[src/rtl/fseq_pkg.sv]
package fseq_pkg;

    localparam int WORD_W  = 24;
    localparam int OP_LSB  = 21;
    localparam int FIN_BIT = 20;
    localparam int DST_LSB = 15;
    localparam int STEP_W  = 5;
    localparam int CNS_LSB = 10;
    localparam int CNS_W   = 5;
    localparam int PRM_W   = 10;

    localparam logic [2:0] OP_WAIT = 3'd1;
    localparam logic [2:0] OP_FILT = 3'd2;
    localparam logic [2:0] OP_LOAD = 3'd3;
    localparam logic [2:0] OP_JUMP = 3'd4;
    localparam logic [2:0] OP_CJMP = 3'd5;

    typedef enum logic [1:0] {
        ST_IDLE = 2'd0,
        ST_EXEC = 2'd1,
        ST_BUSY = 2'd2
    } seq_state_e;

endpackage

[src/rtl/fseq_progmem.sv]
module fseq_progmem #(
    parameter int STEP_W = 5,
    parameter int WORD_W = 24,
    parameter int THR_W  = 10,
    localparam int DEPTH = 1 << STEP_W,
    localparam int AW    = STEP_W + 1
) (
    input  logic              clk,
    input  logic              rst_n,
    input  logic              we,
    input  logic [AW-1:0]     addr,
    input  logic [WORD_W-1:0] wdata,
    input  logic [STEP_W-1:0] rd_addr,
    output logic [WORD_W-1:0] rd_word,
    output logic [THR_W-1:0]  thresh
);
    localparam logic [AW-1:0] THR_ADDR = AW'(DEPTH);

    logic [WORD_W-1:0] mem [DEPTH];
    logic              prog_hit;

    assign prog_hit = we && !addr[AW-1];

    always_ff @(posedge clk) begin
        if (!rst_n) begin
            for (int i = 0; i < DEPTH; i++) mem[i] <= '0;
        end else if (prog_hit) begin
            mem[addr[STEP_W-1:0]] <= wdata;
        end
    end

    always_ff @(posedge clk) begin
        if (!rst_n)                          thresh <= '0;
        else if (we && addr == THR_ADDR)     thresh <= wdata[THR_W-1:0];
    end

    assign rd_word = mem[rd_addr];

endmodule

[src/rtl/fseq_pending.sv]
module fseq_pending #(
    parameter int CNT_W = 10,
    parameter int DEC_W = 5
) (
    input  logic             clk,
    input  logic             rst_n,
    input  logic             inc,
    input  logic             dec_en,
    input  logic [DEC_W-1:0] dec_amt,
    output logic [CNT_W-1:0] count,
    output logic             err
);
    logic [CNT_W:0] sum;
    logic [CNT_W:0] dec_ext;
    logic [CNT_W:0] nxt;
    logic           ovf;

    assign dec_ext = {{(CNT_W + 1 - DEC_W){1'b0}}, dec_amt};

    always_comb begin
        sum = {1'b0, count} + {{CNT_W{1'b0}}, inc};
        nxt = sum;
        if (dec_en) nxt = (sum >= dec_ext) ? (sum - dec_ext) : '0;
    end

    assign ovf = nxt[CNT_W];

    always_ff @(posedge clk) begin
        if (!rst_n) begin
            count <= '0;
            err   <= 1'b0;
        end else begin
            count <= ovf ? '1 : nxt[CNT_W-1:0];
            err   <= err | ovf;
        end
    end

endmodule

[src/rtl/fseq_ctrl.sv]
module fseq_ctrl
    import fseq_pkg::*;
#(
    parameter int CNT_W  = 10,
    parameter int LOOP_W = 10
) (
    input  logic              clk,
    input  logic              rst_n,
    input  logic              run,
    input  logic [WORD_W-1:0] word,
    input  logic [CNT_W-1:0]  pend,
    input  logic [CNT_W-1:0]  thresh,
    input  logic              fir_done,
    output logic [STEP_W-1:0] pc,
    output logic              busy,
    output logic              issue,
    output logic [CNS_W-1:0]  consume,
    output logic              fir_start,
    output logic [PRM_W-1:0]  fir_params,
    output logic [STEP_W-1:0] fir_dest,
    output logic              fir_final
);
    seq_state_e        state, nstate;
    logic [STEP_W-1:0] npc, pc_inc, target;
    logic [LOOP_W-1:0] loop_cnt, nloop;
    logic [2:0]        op;

    assign op      = word[OP_LSB +: 3];
    assign target  = word[STEP_W-1:0];
    assign consume = word[CNS_LSB +: CNS_W];
    assign pc_inc  = pc + STEP_W'(1);
    assign busy    = (state == ST_BUSY);

    always_comb begin
        nstate = state;
        npc    = pc;
        nloop  = loop_cnt;
        issue  = 1'b0;
        unique case (state)
            ST_IDLE: begin
                npc = '0;
                if (run) nstate = ST_EXEC;
            end
            ST_EXEC: begin
                if (!run) begin
                    nstate = ST_IDLE;
                    npc    = '0;
                end else begin
                    case (op)
                        OP_WAIT: if (pend >= thresh) npc = pc_inc;
                        OP_FILT: begin
                            issue  = 1'b1;
                            nstate = ST_BUSY;
                        end
                        OP_LOAD: begin
                            nloop = word[LOOP_W-1:0];
                            npc   = pc_inc;
                        end
                        OP_JUMP: npc = target;
                        OP_CJMP: begin
                            if (loop_cnt != '0) begin
                                npc   = target;
                                nloop = loop_cnt - LOOP_W'(1);
                            end else begin
                                npc = pc_inc;
                            end
                        end
                        default: npc = pc_inc;
                    endcase
                end
            end
            ST_BUSY: begin
                if (fir_done) begin
                    nstate = ST_EXEC;
                    npc    = pc_inc;
                end
            end
            default: nstate = ST_IDLE;
        endcase
    end

    // state register
    always_ff @(posedge clk) begin
        if (!rst_n) begin
            state    <= ST_IDLE;
            pc       <= '0;
            loop_cnt <= '0;
        end else begin
            state    <= nstate;
            pc       <= npc;
            loop_cnt <= nloop;
        end
    end

    // outputs to the compute engine
    always_ff @(posedge clk) begin
        if (!rst_n) begin
            fir_start  <= 1'b0;
            fir_params <= '0;
            fir_dest   <= '0;
            fir_final  <= 1'b0;
        end else begin
            fir_start <= issue;
            if (issue) begin
                fir_params <= word[PRM_W-1:0];
                fir_dest   <= word[DST_LSB +: STEP_W];
                fir_final  <= word[FIN_BIT];
            end
        end
    end

endmodule

[src/rtl/filter_seq.sv]
module filter_seq
    import fseq_pkg::*;
#(
    parameter int CNT_W  = 10,
    parameter int LOOP_W = 10,
    localparam int AW    = STEP_W + 1
) (
    input  logic              clk,
    input  logic              rst_n,
    input  logic              cfg_we,
    input  logic [AW-1:0]     cfg_addr,
    input  logic [WORD_W-1:0] cfg_wdata,
    input  logic              run,
    input  logic              in_valid,
    input  logic              fir_done,
    output logic              fir_start,
    output logic [PRM_W-1:0]  fir_params,
    output logic [STEP_W-1:0] fir_dest,
    output logic              fir_final,
    output logic [STEP_W-1:0] step,
    output logic [CNT_W-1:0]  pend_count,
    output logic              ovf_err
);
    logic [WORD_W-1:0] word;
    logic [CNT_W-1:0]  thresh;
    logic              busy;
    logic              issue;
    logic [CNS_W-1:0]  consume;

    fseq_progmem #(.STEP_W(STEP_W), .WORD_W(WORD_W), .THR_W(CNT_W)) u_mem (
        .clk     (clk),
        .rst_n   (rst_n),
        .we      (cfg_we),
        .addr    (cfg_addr),
        .wdata   (cfg_wdata),
        .rd_addr (step),
        .rd_word (word),
        .thresh  (thresh)
    );

    fseq_pending #(.CNT_W(CNT_W), .DEC_W(CNS_W)) u_pend (
        .clk     (clk),
        .rst_n   (rst_n),
        .inc     (in_valid),
        .dec_en  (issue),
        .dec_amt (consume),
        .count   (pend_count),
        .err     (ovf_err)
    );

    fseq_ctrl #(.CNT_W(CNT_W), .LOOP_W(LOOP_W)) u_ctrl (
        .clk        (clk),
        .rst_n      (rst_n),
        .run        (run),
        .word       (word),
        .pend       (pend_count),
        .thresh     (thresh),
        .fir_done   (fir_done),
        .pc         (step),
        .busy       (busy),
        .issue      (issue),
        .consume    (consume),
        .fir_start  (fir_start),
        .fir_params (fir_params),
        .fir_dest   (fir_dest),
        .fir_final  (fir_final)
    );

endmodule

[config.mk]
export PLATFORM = sky130hd
export DESIGN_NAME = filter_seq
export DESIGN_NICKNAME = d
export VERILOG_FILES = /design/src/rtl/fseq_pkg.sv /design/src/rtl/fseq_progmem.sv /design/src/rtl/fseq_pending.sv /design/src/rtl/fseq_ctrl.sv /design/src/rtl/filter_seq.sv
export SDC_FILE = /design/constraint.sdc
export NUM_CORES = 1
export LEC_CHECK = 0
export CORE_MARGIN = 10
export CORE_UTILIZATION = 25
export CTS_CLUSTER_DIAMETER = 200
export CTS_CLUSTER_SIZE = 8
export DETAILED_ROUTE_END_ITERATION = 6
export GPL_TIMING_DRIVEN = 0
export PLACE_DENSITY = 0.5
export SLEW_MARGIN = 10
export SYNTH_ARGS = -nofsm -noshare
export SYNTH_HDL_FRONTEND = slang
export SYNTH_SLANG_ARGS = --single-unit
[constraint.sdc]
create_clock -name clk -period 6.2 [get_ports clk]
set_input_delay 1.24 -clock clk [delete_from_list [all_inputs] [get_ports clk]]
set_output_delay 1.24 -clock clk [all_outputs]
set_load 0.03 [all_outputs]
==> results of run 1 <==
[cell usage after synthesis (11+ instances only)]
library cell	n
dfxtp_1	60
nand2_1	26
o21ai_0	49
ha_1	23
nor2_1	85
nand3_1	11
mux4_2	239
a211oi_1	13
a21oi_1	20
and2_1	775
clkbuf_1	184
mux2_2	12
buf_1	19
mux2i_1	40
buf_2	15
inv_1	27
edfxtp_1	768
[sequential cells by signal (all words and copies together), names as in the netlist, named ones only]
| signal | count |
|---|---|
| u_ctrl.loop_cnt | 10 |
| u_pend.count | 10 |
| u_ctrl.fir_params | 10 |
| u_ctrl.fir_final | 1 |
| u_pend.err | 1 |
| u_mem.mem | 768 |
| u_ctrl.fir_dest | 5 |
| u_mem.thresh | 10 |
| u_ctrl.fir_start | 1 |
| u_ctrl.pc | 5 |
| u_ctrl.state | 2 |
[layer usage]
layer | track usage | wire [µm]
met1 | 0.182 | 50200
met2 | 0.224 | 55700
met3 | 0.0324 | 8660
met4 | 0.0394 | 2470
met5 | 0 | 50
[worst register-to-register path: stages (launching register included)]
cell and delay, ns:
dfxtp_1 0.38, buf_2 0.38, buf_2 0.70, clkbuf_2 0.49, buf_2 0.48, mux4_2 0.38, mux4_2 0.54, mux2i_2 0.32
ha_1 0.32, nor2b_1 0.15, o21ai_0 0.20, a21boi_0 0.16, or3b_2 0.52, nor3_4 0.24, nor3b_1 0.11, a21oi_2 0.16
buf_12 0.15, a21oi_1 0.07
[final cells by class]
| class | instances | share of cell area |
|---|---|---|
| buffer | 214 | 0.0202 |
| sequential | 828 | 0.531 |
| clock inverter | 6 | 0.00227 |
| multi-input combinational | 1401 | 0.289 |
| inverter | 28 | 0.00230 |
| clock buffer | 158 | 0.0665 |
| timing repair buffer | 100 | 0.0335 |
| tap | 2030 | 0.0556 |
[path summary, 6_finish.rpt]
path                                   endpoint       start
worst min-delay path                 u_pend.err  u_pend.err
worst max-delay path            u_pend.count[7]    register
worst min register to register       u_pend.err  u_pend.err
worst max register to register  u_pend.count[7]    register
[power breakdown]
group          internal [mW]  total (mW)  switching [mW]
sequential              6.38        6.47          0.0887
clock                   3.38        5.71            2.34
combinational          0.383       0.970           0.587
[timing repair]
action | CTS | global route
setup endpoints to repair | 11 | 11
hold buffers | 0 | 0
buffers inserted | 1 | 0
pin swaps | 0 | 0
gates resized for setup | 30 | 12
endpoints found under the hold margin | 0 | 0
[through the flow]
| stage | cell area [µm²] | util | worst slack [ns] | hold WS [ns] |
|---|---|---|---|---|
| global route | 45700 | 0.302 | 0.00555 | 0.486 |
| detailed placement | 42400 | 0.280 | -1.53 | 0.462 |
| finish | 45700 | 0.302 | 0.328 | 0.459 |
| floorplan | 38000 | - | 1.04 | 0.448 |
| CTS | 45700 | 0.301 | 0.0112 | 0.466 |
| global placement | 41200 | 0.272 | -1.72 | 0.456 |
[cells by family after synthesis]
logic type               Yosys count  share of synthesized area
AO/OA/AOI/OAI                    121                     0.0200
buffers and inverters            247                     0.0250
adder cells (fa/ha/maj)           24                    0.00809
XOR/XNOR                          13                    0.00299
multiplexers                     292                      0.156
AND/OR/NAND/NOR                  951                      0.150
flip-flops                       828                      0.638
==> results.tsv, run 1 <==
metric	value	unit
number of synthesized register bits	828	
via count	21600	
via-per-instance ratio	4.53	
DP HPWL	86500	µm
Mapped Cells	2476	
critical path capture point type	register	
Synth Net Count	2536	
top_reg_cell synth	edfxtp_1	
crit-path cells	buf_2, buf_2, clkbuf_2, buf_2, mux4_2, mux4_2, mux2i_2, ha_1, nor2b_1, o21ai_0, a21boi_0, or3b_2, nor3_4, nor3b_1, a21oi_2, buf_12, a21oi_1	
starting density of the core	0.251	
TritonCTS clock tree	yes	
Remaining DRCs	0	
RSZ-0062 raised after global routing	no	
drt initial violations	2083	
sequential cell area	0.0243	mm²
num ports	69	
status	complete, no violations	
clk_lat worst skew	0.71	ns
Top delay family on crit path	buffers and inverters	
Avg Cell Area, Syn	15.4	µm²
GPL Wtd Cong	0.858	
Post-synth EDFFs	768	
crit path max fanout	19	
root buf cell	clkbuf_16	
Max Cap Viol	0	
Core ar.	0.152	mm²
grt ovf	0	
setup TNS	0	ns
CP max stage delay	0.68	ns
Setup Viol. Count Final	0	
WP depth	17	
NumNets Final	2746	
multi-input gate area in the final layout	0.0132	mm²
Leak	14.9	nW
top cell type by total area after synthesis	edfxtp_1	
Num CTS Buffers	113	
router iterations before antenna repair	5	
synthesis-to-finish area growth	20.2	%
CP most frequent cell	buf_2	
mapped cell area	0.0380	mm²
Detailed Route WL	117000	µm
initial antenna violation count	13	
Worst Max-Slew Pin Slew	1.32	ns
hold depth	2	
Max Clk Rate	0.170	GHz
reg2reg setup slack	0.33	ns
Synthesis Warnings	0	
PortBufs	65	
critical path class	register to register	
Crit-path slowest cell	buf_2	
Seq/Total Area, Yosys	0.638	
# placed instances	4605	
fin crit period	5.87	ns
worst clock skew	0.0275	ns
Post-DRT Antenna Nets	0	
Critical Path AT	6.44	ns
Yosys top cell area share	0.606	
Core Rows	143	
cell area power density	288	mW/mm²
commonest non-fill, non-tap cell in the layout	and2_1	
H-tree levels	3	
Yosys cell types	62	
vias in the first global route	22200	
Fin. Hold Viols	0	
WP data required	6.77	ns
first-pass GRT wire length	168000	µm
asr flop ratio synth	0	
Total Power	13.1	mW
fill cell count	15000	
combined buffer and inverter count along the critical path	5	
Routed WL per cell	24.6	µm
Worst R2R Path Depth	17	
Hold Crit Class	register to register	
Slew HR	0.122	
fin crit share	0.947	
CP Launch Type	register	
pins over their slew limit	0	
largest net degree at the start of global routing	20	
maximum vdd drop	0.203	mV
clk sink count	828	
n_diodes	0	
Longest Clk Path Bufs	3	
fraction of layout cells with a size suffix above 1	0.182	
GRT Total Usage	0.138	
die height	410	µm
Die ar.	0.168	mm²
Clock transition at path regs	0.05	ns
commonest non-fill, non-tap cells in the layout	and2_1, edfxtp_1, mux4_2	
Die X	410	µm
final std cells w/o fill	4765	
Synth area leaders	edfxtp_1, mux4_2, and2_1, dfxtp_1, clkbuf_1	
No activity file was read; power rests on OpenSTA's default activity.
==> run 2, diff against run 1 <==
--- a/config.mk
+++ b/config.mk
@@ -5,12 +5,13 @@
 export SDC_FILE = /design/constraint.sdc
 export NUM_CORES = 1
 export LEC_CHECK = 0
-export CORE_MARGIN = 10
+export CORE_MARGIN = 2
 export CORE_UTILIZATION = 25
 export CTS_CLUSTER_DIAMETER = 200
 export CTS_CLUSTER_SIZE = 8
 export DETAILED_ROUTE_END_ITERATION = 6
 export GPL_TIMING_DRIVEN = 0
+export MAX_ROUTING_LAYER = met4
 export PLACE_DENSITY = 0.5
 export SLEW_MARGIN = 10
 export SYNTH_ARGS = -nofsm -noshare
==> results.tsv, run 2 (synthesis results as in run 1) <==
metric	value	unit
largest net degree at the start of global routing	17	
initial antenna violation count	13	
critical path capture point type	register	
Post-DRT Antenna Nets	0	
num ports	69	
Worst R2R Path Depth	18	
Core Util, Final	0.302	
H-tree levels	3	
Die ar.	0.155	mm²
Worst Max-Slew Pin Slew	1.35	ns
hold depth	2	
crit path max fanout	10	
fin crit period	5.85	ns
Detailed Route WL	116000	µm
Setup Viol. Count Final	0	
smallest hold slack	0.456	ns
Max Cap Viol	0	
clock network power share	0.435	
PortBufs	65	
clk_lat worst skew	0.72	ns
GRT Total Usage	0.153	
commonest non-fill, non-tap cell in the layout	and2_1	
via count	21500	
starting density of the core	0.251	
Remaining DRCs	0	
fin crit share	0.943	
grt ovf	0	
Die X	394	µm
Fin. Hold Viols	0	
Num CTS Buffers	113	
logic gate share of total power	0.073	
Psw	3.06	mW
Clock transition at path regs	0.05	ns
Slew HR	0.102	
TritonCTS clock tree	yes	
first-pass GRT wire length	166000	µm
critical path class	register to register	
GPL Wtd Cong	0.874	
status	complete, no violations	
Largest Register	u_mem.mem	
Hold Crit Class	register to register	
Sw Ratio	0.232	
via-per-instance ratio	4.51	
router iterations before antenna repair	5	
WP data required	6.79	ns
HP Start	u_pend.err	
Critical Path AT	6.44	ns
cell area power density	288	mW/mm²
Core Rows	143	
Longest Clk Path Bufs	3	
commonest non-fill, non-tap cells in the layout	and2_1, edfxtp_1, mux4_2	
Int Pwr	10.1	mW
Routed WL per cell	24.2	µm
root buf cell	clkbuf_16	
worst clock skew	0.0342	ns
max reg flops	768	
Seq pwr share	0.491	
synthesis-to-finish area growth	20.3	%
Core ar.	0.152	mm²
NumNets Final	2747	
vias in the first global route	21900	
RSZ-0062 raised after global routing	no	
maximum vdd drop	0.210	mV
fraction of layout cells with a size suffix above 1	0.182	
Max Clk Rate	0.171	GHz
clk sink count	828	
CP Launch Type	register	
Leak	14.9	nW
pins over their slew limit	0	
drt initial violations	2019	
die height	394	µm
DP HPWL	84100	µm
-- run 2: cell count changes in the layout (fill, tap and decap cells not counted), moves of 2 or more --
cell       before  now
clkbuf_16     115  113
buf_1           8    5
clkinv_16       0    2
buf_4           2    6
diode_2         0    7
clkbuf_4        1    6
buf_16         28   32
buf_8           7    1
-- run 2: through the flow --
step	power, mW	instance area [µm²]	TNS [ns]	std cells	setup WS [ns]
final	13.2	45700	0	4772	0.352
after global routing	13.5	45700	0	4770	0.0201
after CTS	13.3	45700	0	4768	0.0170
after detailed placement	7.54	42500	-19.76	4603	-1.81
after global placement	7.47	41200	-667.08	4571	-1.81
after floorplan	7.06	38000	0	2476	1.04
-- run 2: cell type report --
class | instances | area, µm²
Antenna cell | 7 | 17.5
Buffer | 216 | 938
Clock buffer | 155 | 2990
Clock inverter | 8 | 156
Fill cell | 14900 | 106000
Inverter | 28 | 105
Multi-Input combinational cell | 1401 | 13200
Sequential cell | 828 | 24300
Tap cell | 2030 | 2540
Timing Repair Buffer | 99 | 1550
-- run 2: worst paths after layout --
check / end / slack (ns)
max: u_pend.count[0] / 0.35
min: u_pend.err / 0.46
max reg2reg: u_pend.count[0] / 0.35
min reg2reg: u_pend.err / 0.46
-- run 2: repair_timing --
action	4_1_cts	5_1_grt
hold buffers	0	0
endpoints found under the setup margin	11	11
buffers inserted	2	0
resized for setup	37	9
-- run 2: critical path: stages, from the launching register on --
cell	delay, ns
dfxtp_1	0.39
clkbuf_4	0.34
buf_2	0.41
buf_4	0.35
clkbuf_2	0.43
clkbuf_4	0.45
mux4_2	0.39
mux4_2	0.56
mux2i_2	0.29
ha_1	0.32
nor2b_1	0.15
o21ai_0	0.21
a21boi_0	0.17
or3b_2	0.52
nor3_4	0.24
nor3b_1	0.10
a21oi_2	0.13
buf_4	0.17
a21oi_1	0.07
-- run 2: routing by layer --
| metal | GRT usage | wire, µm |
|---|---|---|
| met5 | - | 0 |
| met2 | 0.239 | 55000 |
| met1 | 0.200 | 49700 |
| met4 | 0.0438 | 2630 |
| met3 | 0.0341 | 8180 |
-- run 2: power by group through the flow --
stage	clock network, mW	logic (mW)	registers, mW
after floorplan	0	0.498	6.56
after global placement	0	0.869	6.60
after detailed placement	0	0.966	6.57
after CTS	5.83	0.973	6.46
after global routing	6.04	1.03	6.48
final	5.73	0.965	6.46
